[src/rtl/fpc_pkg.sv]
package fpc_pkg;

    // Sizes of the request and the divider fields
    localparam int REF_W     = 64;
    localparam int CW_W      = 32;
    localparam int MDIV_W    = 10;
    localparam int MDIV_LSB  = 12;
    localparam int PDIV_W    = 6;
    localparam int PDIV_LSB  = 4;
    localparam int SDIV_W    = 3;
    localparam int SDIV_LSB  = 0;
    localparam int KFRAC_W   = 16;
    localparam int KFRAC_LSB = 0;
    localparam int FRAC_BITS = 16;

    // Derived datapath widths
    localparam int FACT_W   = MDIV_W + FRAC_BITS + 1;              // |m*2^16 + k|
    localparam int PROD_W   = REF_W + FACT_W;                      // Fin * factor
    localparam int DEN_W    = PDIV_W + FRAC_BITS + (1 << SDIV_W) - 1;
    localparam int CALC_LAT = FACT_W + PROD_W + 3;                 // edges accept->done

    typedef enum logic [1:0] {
        ST_IDLE,
        ST_PREP,
        ST_MUL,
        ST_DIV
    } calc_state_e;

    typedef struct packed {
        logic [MDIV_W-1:0]         mdiv;
        logic [PDIV_W-1:0]         pdiv;
        logic [SDIV_W-1:0]         sdiv;
        logic signed [KFRAC_W-1:0] kfrac;
    } div_fields_t;

    typedef struct packed {
        logic              neg;
        logic [FACT_W-1:0] fact_mag;
        logic [DEN_W-1:0]  den;
        logic              den_zero;
    } rate_job_t;

    function automatic div_fields_t unpack_fields(input logic [CW_W-1:0] w0,
                                                  input logic [CW_W-1:0] w1);
        div_fields_t f;
        f.mdiv  = w0[MDIV_LSB +: MDIV_W];
        f.pdiv  = w0[PDIV_LSB +: PDIV_W];
        f.sdiv  = w0[SDIV_LSB +: SDIV_W];
        f.kfrac = w1[KFRAC_LSB +: KFRAC_W];
        return f;
    endfunction

endpackage

[src/rtl/fpc_field_decode.sv]
module fpc_field_decode
    import fpc_pkg::*;
(
    input  logic            mode_int,
    input  logic [CW_W-1:0] word0,
    input  logic [CW_W-1:0] word1,
    output rate_job_t       job
);

    div_fields_t             fld;
    logic signed [FACT_W:0]  m_term;
    logic signed [FACT_W:0]  k_term;
    logic signed [FACT_W:0]  fact_s;
    logic [FACT_W:0]         fact_abs;
    logic [DEN_W-1:0]        p_ext;

    always_comb begin
        fld = unpack_fields(word0, word1);

        if (mode_int) begin
            m_term = {{(FACT_W + 1 - MDIV_W){1'b0}}, fld.mdiv};
            k_term = '0;
        end else begin
            m_term = {{(FACT_W + 1 - MDIV_W - FRAC_BITS){1'b0}}, fld.mdiv, {FRAC_BITS{1'b0}}};
            k_term = {{(FACT_W + 1 - KFRAC_W){fld.kfrac[KFRAC_W-1]}}, fld.kfrac};
        end
        fact_s   = m_term + k_term;
        fact_abs = fact_s[FACT_W] ? (-fact_s) : fact_s;

        if (mode_int)
            p_ext = DEN_W'(fld.pdiv);
        else
            p_ext = DEN_W'({fld.pdiv, {FRAC_BITS{1'b0}}});

        job.neg      = fact_s[FACT_W];
        job.fact_mag = fact_abs[FACT_W-1:0];
        job.den      = p_ext << fld.sdiv;
        job.den_zero = (fld.pdiv == '0);
    end

endmodule

[src/rtl/fpc_shift_mult.sv]
module fpc_shift_mult #(
    parameter int A_W = 64,
    parameter int B_W = 27
) (
    input  logic               clk,
    input  logic               rst,
    input  logic               go,
    input  logic [A_W-1:0]     a,
    input  logic [B_W-1:0]     b,
    output logic [A_W+B_W-1:0] prod,
    output logic               done
);

    localparam int P_W   = A_W + B_W;
    localparam int CNT_W = $clog2(B_W + 1);

    logic [P_W-1:0]   acc;
    logic [P_W-1:0]   mcand;
    logic [B_W-1:0]   mplier;
    logic [CNT_W-1:0] cnt;

    always_ff @(posedge clk) begin
        if (rst) begin
            acc    <= '0;
            mcand  <= '0;
            mplier <= '0;
            cnt    <= '0;
            done   <= 1'b0;
        end else begin
            done <= 1'b0;
            if (go) begin
                acc    <= '0;
                mcand  <= {{B_W{1'b0}}, a};
                mplier <= b;
                cnt    <= CNT_W'(B_W);
            end else if (cnt != '0) begin
                if (mplier[0])
                    acc <= acc + mcand;
                mcand  <= mcand << 1;
                mplier <= mplier >> 1;
                cnt    <= cnt - 1'b1;
                if (cnt == CNT_W'(1))
                    done <= 1'b1;
            end
        end
    end

    assign prod = acc;

endmodule

[src/rtl/fpc_restoring_div.sv]
module fpc_restoring_div #(
    parameter int N_W = 91,
    parameter int D_W = 29,
    parameter int Q_W = 64
) (
    input  logic           clk,
    input  logic           rst,
    input  logic           go,
    input  logic [N_W-1:0] num,
    input  logic [D_W-1:0] den,
    output logic [Q_W-1:0] quo,
    output logic           done
);

    localparam int CNT_W = $clog2(N_W + 1);

    logic [N_W-1:0]   num_sh;
    logic [D_W-1:0]   den_q;
    logic [D_W-1:0]   rem;
    logic [CNT_W-1:0] cnt;
    logic [D_W:0]     trial;
    logic [D_W:0]     diff;
    logic             fits;

    always_comb begin
        trial = {rem, num_sh[N_W-1]};
        diff  = trial - {1'b0, den_q};
        fits  = (trial >= {1'b0, den_q});
    end

    always_ff @(posedge clk) begin
        if (rst) begin
            num_sh <= '0;
            den_q  <= '0;
            rem    <= '0;
            quo    <= '0;
            cnt    <= '0;
            done   <= 1'b0;
        end else begin
            done <= 1'b0;
            if (go) begin
                num_sh <= num;
                den_q  <= den;
                rem    <= '0;
                quo    <= '0;
                cnt    <= CNT_W'(N_W);
            end else if (cnt != '0) begin
                num_sh <= num_sh << 1;
                if (fits) begin
                    rem <= diff[D_W-1:0];
                    quo <= {quo[Q_W-2:0], 1'b1};
                end else begin
                    rem <= trial[D_W-1:0];
                    quo <= {quo[Q_W-2:0], 1'b0};
                end
                cnt <= cnt - 1'b1;
                if (cnt == CNT_W'(1))
                    done <= 1'b1;
            end
        end
    end

endmodule

[src/rtl/fracpll_rate_calc.sv]
module fracpll_rate_calc
    import fpc_pkg::*;
(
    input  logic             clk,
    input  logic             rst,
    input  logic             start_i,
    input  logic             mode_int_i,
    input  logic [REF_W-1:0] fref_i,
    input  logic [CW_W-1:0]  ctrl0_i,
    input  logic [CW_W-1:0]  ctrl1_i,
    output logic             busy_o,
    output logic             done_o,
    output logic             err_o,
    output logic [REF_W-1:0] freq_o
);

    calc_state_e      state;
    logic             mode_q;
    logic [REF_W-1:0] fref_q;
    logic [CW_W-1:0]  w0_q;
    logic [CW_W-1:0]  w1_q;
    rate_job_t        job;

    logic              mul_go;
    logic              mul_done;
    logic [PROD_W-1:0] mul_prod;
    logic              div_go;
    logic              div_done;
    logic [REF_W-1:0]  div_quo;

    fpc_field_decode u_decode (
        .mode_int (mode_q),
        .word0    (w0_q),
        .word1    (w1_q),
        .job      (job)
    );

    assign mul_go = (state == ST_PREP) && !job.den_zero;
    assign div_go = (state == ST_MUL) && mul_done;

    fpc_shift_mult #(
        .A_W (REF_W),
        .B_W (FACT_W)
    ) u_mult (
        .clk  (clk),
        .rst  (rst),
        .go   (mul_go),
        .a    (fref_q),
        .b    (job.fact_mag),
        .prod (mul_prod),
        .done (mul_done)
    );

    fpc_restoring_div #(
        .N_W (PROD_W),
        .D_W (DEN_W),
        .Q_W (REF_W)
    ) u_div (
        .clk  (clk),
        .rst  (rst),
        .go   (div_go),
        .num  (mul_prod),
        .den  (job.den),
        .quo  (div_quo),
        .done (div_done)
    );

    always_ff @(posedge clk) begin
        if (rst) begin
            state  <= ST_IDLE;
            mode_q <= 1'b0;
            fref_q <= '0;
            w0_q   <= '0;
            w1_q   <= '0;
            freq_o <= '0;
            done_o <= 1'b0;
            err_o  <= 1'b0;
        end else begin
            done_o <= 1'b0;
            err_o  <= 1'b0;
            unique case (state)
                ST_IDLE: begin
                    if (start_i) begin
                        mode_q <= mode_int_i;
                        fref_q <= fref_i;
                        w0_q   <= ctrl0_i;
                        w1_q   <= ctrl1_i;
                        state  <= ST_PREP;
                    end
                end
                ST_PREP: begin
                    if (job.den_zero) begin
                        freq_o <= '0;
                        done_o <= 1'b1;
                        err_o  <= 1'b1;
                        state  <= ST_IDLE;
                    end else begin
                        state <= ST_MUL;
                    end
                end
                ST_MUL: begin
                    if (mul_done)
                        state <= ST_DIV;
                end
                ST_DIV: begin
                    if (div_done) begin
                        freq_o <= job.neg ? (-div_quo) : div_quo;
                        done_o <= 1'b1;
                        state  <= ST_IDLE;
                    end
                end
                default: state <= ST_IDLE;
            endcase
        end
    end

    assign busy_o = (state != ST_IDLE);

endmodule

[config.mk]
export PLATFORM = sky130hd
export DESIGN_NAME = fracpll_rate_calc
export DESIGN_NICKNAME = d
export VERILOG_FILES = /design/src/rtl/fpc_pkg.sv /design/src/rtl/fpc_field_decode.sv /design/src/rtl/fpc_shift_mult.sv /design/src/rtl/fpc_restoring_div.sv /design/src/rtl/fracpll_rate_calc.sv
export SDC_FILE = /design/constraint.sdc
export NUM_CORES = 2
export LEC_CHECK = 0
export BUFFER_PORTS_ARGS = -buffer_cell sky130_fd_sc_hd__buf_2
export CAP_MARGIN = 20
export CELL_PAD_IN_SITES_DETAIL_PLACEMENT = 0
export CELL_PAD_IN_SITES_GLOBAL_PLACEMENT = 1
export CORE_UTILIZATION = 49
export DETAILED_ROUTE_END_ITERATION = 7
export GPL_ROUTABILITY_DRIVEN = 0
export PLACE_DENSITY = 0.95
export RECOVER_POWER = 25
export SLEW_MARGIN = 20
export SYNTH_ARGS = -nofsm -noshare
export SYNTH_HDL_FRONTEND = slang
export SYNTH_HIERARCHICAL = 1
export SYNTH_SLANG_ARGS = --single-unit
[constraint.sdc]
create_clock -name clk -period 6.5 [get_ports clk]
set_input_delay 0 -clock clk [delete_from_list [all_inputs] [get_ports clk]]
set_output_delay 0 -clock clk [all_outputs]
set_load 0.01 [all_outputs]
==> run metrics <==
PostCTS Resize Cnt=0; clk buf depth=3; largest net degree at the start of global routing=144; Clk pwr share=about a third; Fmax=roughly 0.21 GHz; Critical Path AT=between 5 and 6 ns; setup bufs post-CTS=0; Final HPWL DP=56500 um; Hold Violations, Final=0; Starting Density=49.8%; Tightest Pin Transition=3.80 ns; Max VDD drop=0.311 mV; Cell Pwr Density=307 nW/um^2; Worst Path Max Fanout=86; r2r setup slk=1.66 ns; Net Sw Frac=37.5%; CTS tree=yes; Vias/cell=5.62; die height=approximately 260 um; Syn Std Cell Area=33600 sq um; failing checks=capacitance limit, slew limit; syn avg cell area=about 7.3 sq um; Clock Pin Slew Worst Setup and Hold Paths=0.06 ns; ANT nets after route=0; WL met3=3250 um; part of the cycle the worst path needs=74.4%; Worst Setup Path Type=flip-flop to flip-flop; WL met1=40400 um; Comb power frac=31.8%; Lkg Pwr=0.0144 uW; final setup fails=0; worst path cell trace=nor2_1 -> nand2_4 -> clkbuf_1 -> nand2_1 -> a21oi_1 -> dlygate4sd3_1; DR DRC count=0; initial antenna violation count=1; met2 wire length=between 30000 and 40000 um; DR iter-0 viols=2205; Int Power=~7300 uW; vias in the first global route=about 29000; DRT Pass-1 Iters=5; Post-Route WL=85700 um; Syn Inst Count=4600; run status=finished with violations; relative slew slack=-154%; total power draw=roughly 12000 uW; Tmin final=4.84 ns; total gr overflow=0; setup TNS=0 ns; I/O pin total=199; Sink Count=approximately 600; Data required, critical path=just over 7 ns; row count=95; Die W=~260 um; cts bufs inserted=67; via count=31431; Total GRT Usage=23.9%; Worst Hold Class=primary input to flip-flop; CP max stage delay=2.69 ns; Die ar.=~70000 sq um; Slew Limit Fails=187; # port buffers=169; worst skew pair latency=0.62 ns; Core Area=67500 sq um; top sig layer=met4; synth warn=6; Root Driver=clkbuf_16; R2R depth=6; Sequential Power Share=34.8%; max cap viols=3; RSZ-0062 raised after global routing=no; Post-layout nets=4931; Worst setup SP type=flip-flop; crit path to=w0_q[7]; Avg WL per Cell=15.3 um; first-pass GRT wire length=142000 um; Crit Reg-Reg Endpoint=w0_q[7]; Worst path slowest cell=clkbuf_1; H-tree depth=3; switching power=4380 uW; synthesis-to-layout area growth=12.8%; share of layout cells above drive strength 1=7.02%; critical path capture point type=flip-flop; worst clock skew=0.0281 ns
-- worst max-delay path, delay by kind of cell, from the launching register on --
kind	cells	cell delay, ns
buffers and inverters	2	3.26
AND/OR/NAND/NOR	3	0.73
flip-flops	1	0.52
AO/OA/AOI/OAI	1	0.27
-- metrics by stage --
| stage | instances | util (%) | setup WS [ns] | instance area, sq um | hold slack, ns |
|---|---|---|---|---|---|
| 6_report | 5590 | 56.2 | 1.66 | 37900 | 0.161 |
| 4_1_cts | 5588 | 56.3 | 2.03 | 38000 | 0.132 |
| 2_1_floorplan | 4603 | - | 2.46 | 33600 | 0.136 |
| 3_5_place_dp | 5342 | 51.1 | 2.10 | 34500 | 0.245 |
| 5_1_grt | 5590 | 56.2 | 1.09 | 37900 | 0.163 |
| 3_3_place_gp | 5342 | 51.1 | 2.21 | 34500 | 0.241 |
-- layer usage --
| metal | GRT usage [%] | vias to the layer above |
|---|---|---|
| met1 | 31.5 | 14689 |
| li1 | - | 15938 |
| met3 | 3.06 | 129 |
| met4 | 7.39 | 0 |
| met2 | 40.4 | 675 |
| met5 | 0 | - |
-- repair_timing --
item | 4_1_cts | 5_1_grt
endpoints found under the hold margin | 210 | 0
setup endpoints to repair | 0 | 0
hold buffers | 125 | 0
-- power groups by stage --
stage	Clock [uW]	Combinational (uW)	Sequential, uW
6_report	3890	3710	4060
5_1_grt	4120	4100	4080
4_1_cts	3980	3690	4050
3_5_place_dp	0	3620	4130
3_3_place_gp	0	3580	4130
2_1_floorplan	0	2850	4060
-- sequential cells by signal (all words and copies together) (netlist names), named ones only --
| register | cells |
|---|---|
| done_o | 1 |
| u_mult/mcand | 91 |
| u_mult/done | 1 |
| u_mult/cnt | 5 |
| w1_q | 16 |
| freq_o | 64 |
| fref_q | 64 |
| u_div/den_q | 29 |
| u_div/num_sh | 91 |
| u_mult/mplier | 27 |
| state | 1 |
| u_div/quo | 64 |
| u_div/rem | 29 |
| u_div/done | 1 |
| u_div/cnt | 7 |
| w0_q | 19 |
| mode_q | 1 |
| err_o | 1 |
| u_mult/prod | 91 |
-- cells in the final DEF, fill, tap and decap left out, drive strengths merged, types with 12 or more instances in the layout --
master / count
a21oi: 786
nor2: 368
o21bai: 37
or2: 19
nor3: 54
nor2b: 18
xnor2: 81
o21ai: 230
or4: 26
clkinv: 13
nand2b: 21
inv: 88
or3: 37
nand3: 63
nand4: 55
nor4: 16
dlygate4sd3: 125
mux2: 12
xor2: 116
and3: 17
a31oi: 33
a211oi: 20
dfxtp: 604
o31ai: 22
mux2i: 52
ha: 133
o41ai: 17
clkbuf: 161
a21o: 77
nand2: 1104
buf: 128
-- cell type report --
cell class	count	area, sq um
inverters	85	324
flip-flops and latches	604	12100
repair buffers	321	2230
fillers	6332	29600
well taps	873	1090
clock buffers	93	1950
diodes	1	2.50
clock inverters	28	317
multi-input cells	3585	19900
-- how the worst min path moves through the flow --
stage / from / to / slack (ns) / cells past startpoint
after floorplan: ctrl1_i[0] / w1_q[0] / 0.14 / 2
after global placement: fref_i[10] / fref_q[10] / 0.24 / 3
after detailed placement: fref_i[21] / fref_q[21] / 0.25 / 3
after CTS: mode_int_i / mode_q / 0.13 / 4
after global routing: fref_i[36] / fref_q[36] / 0.16 / 4
final: mode_int_i / mode_q / 0.16 / 4
No activity file was read; power rests on OpenSTA's default activity.
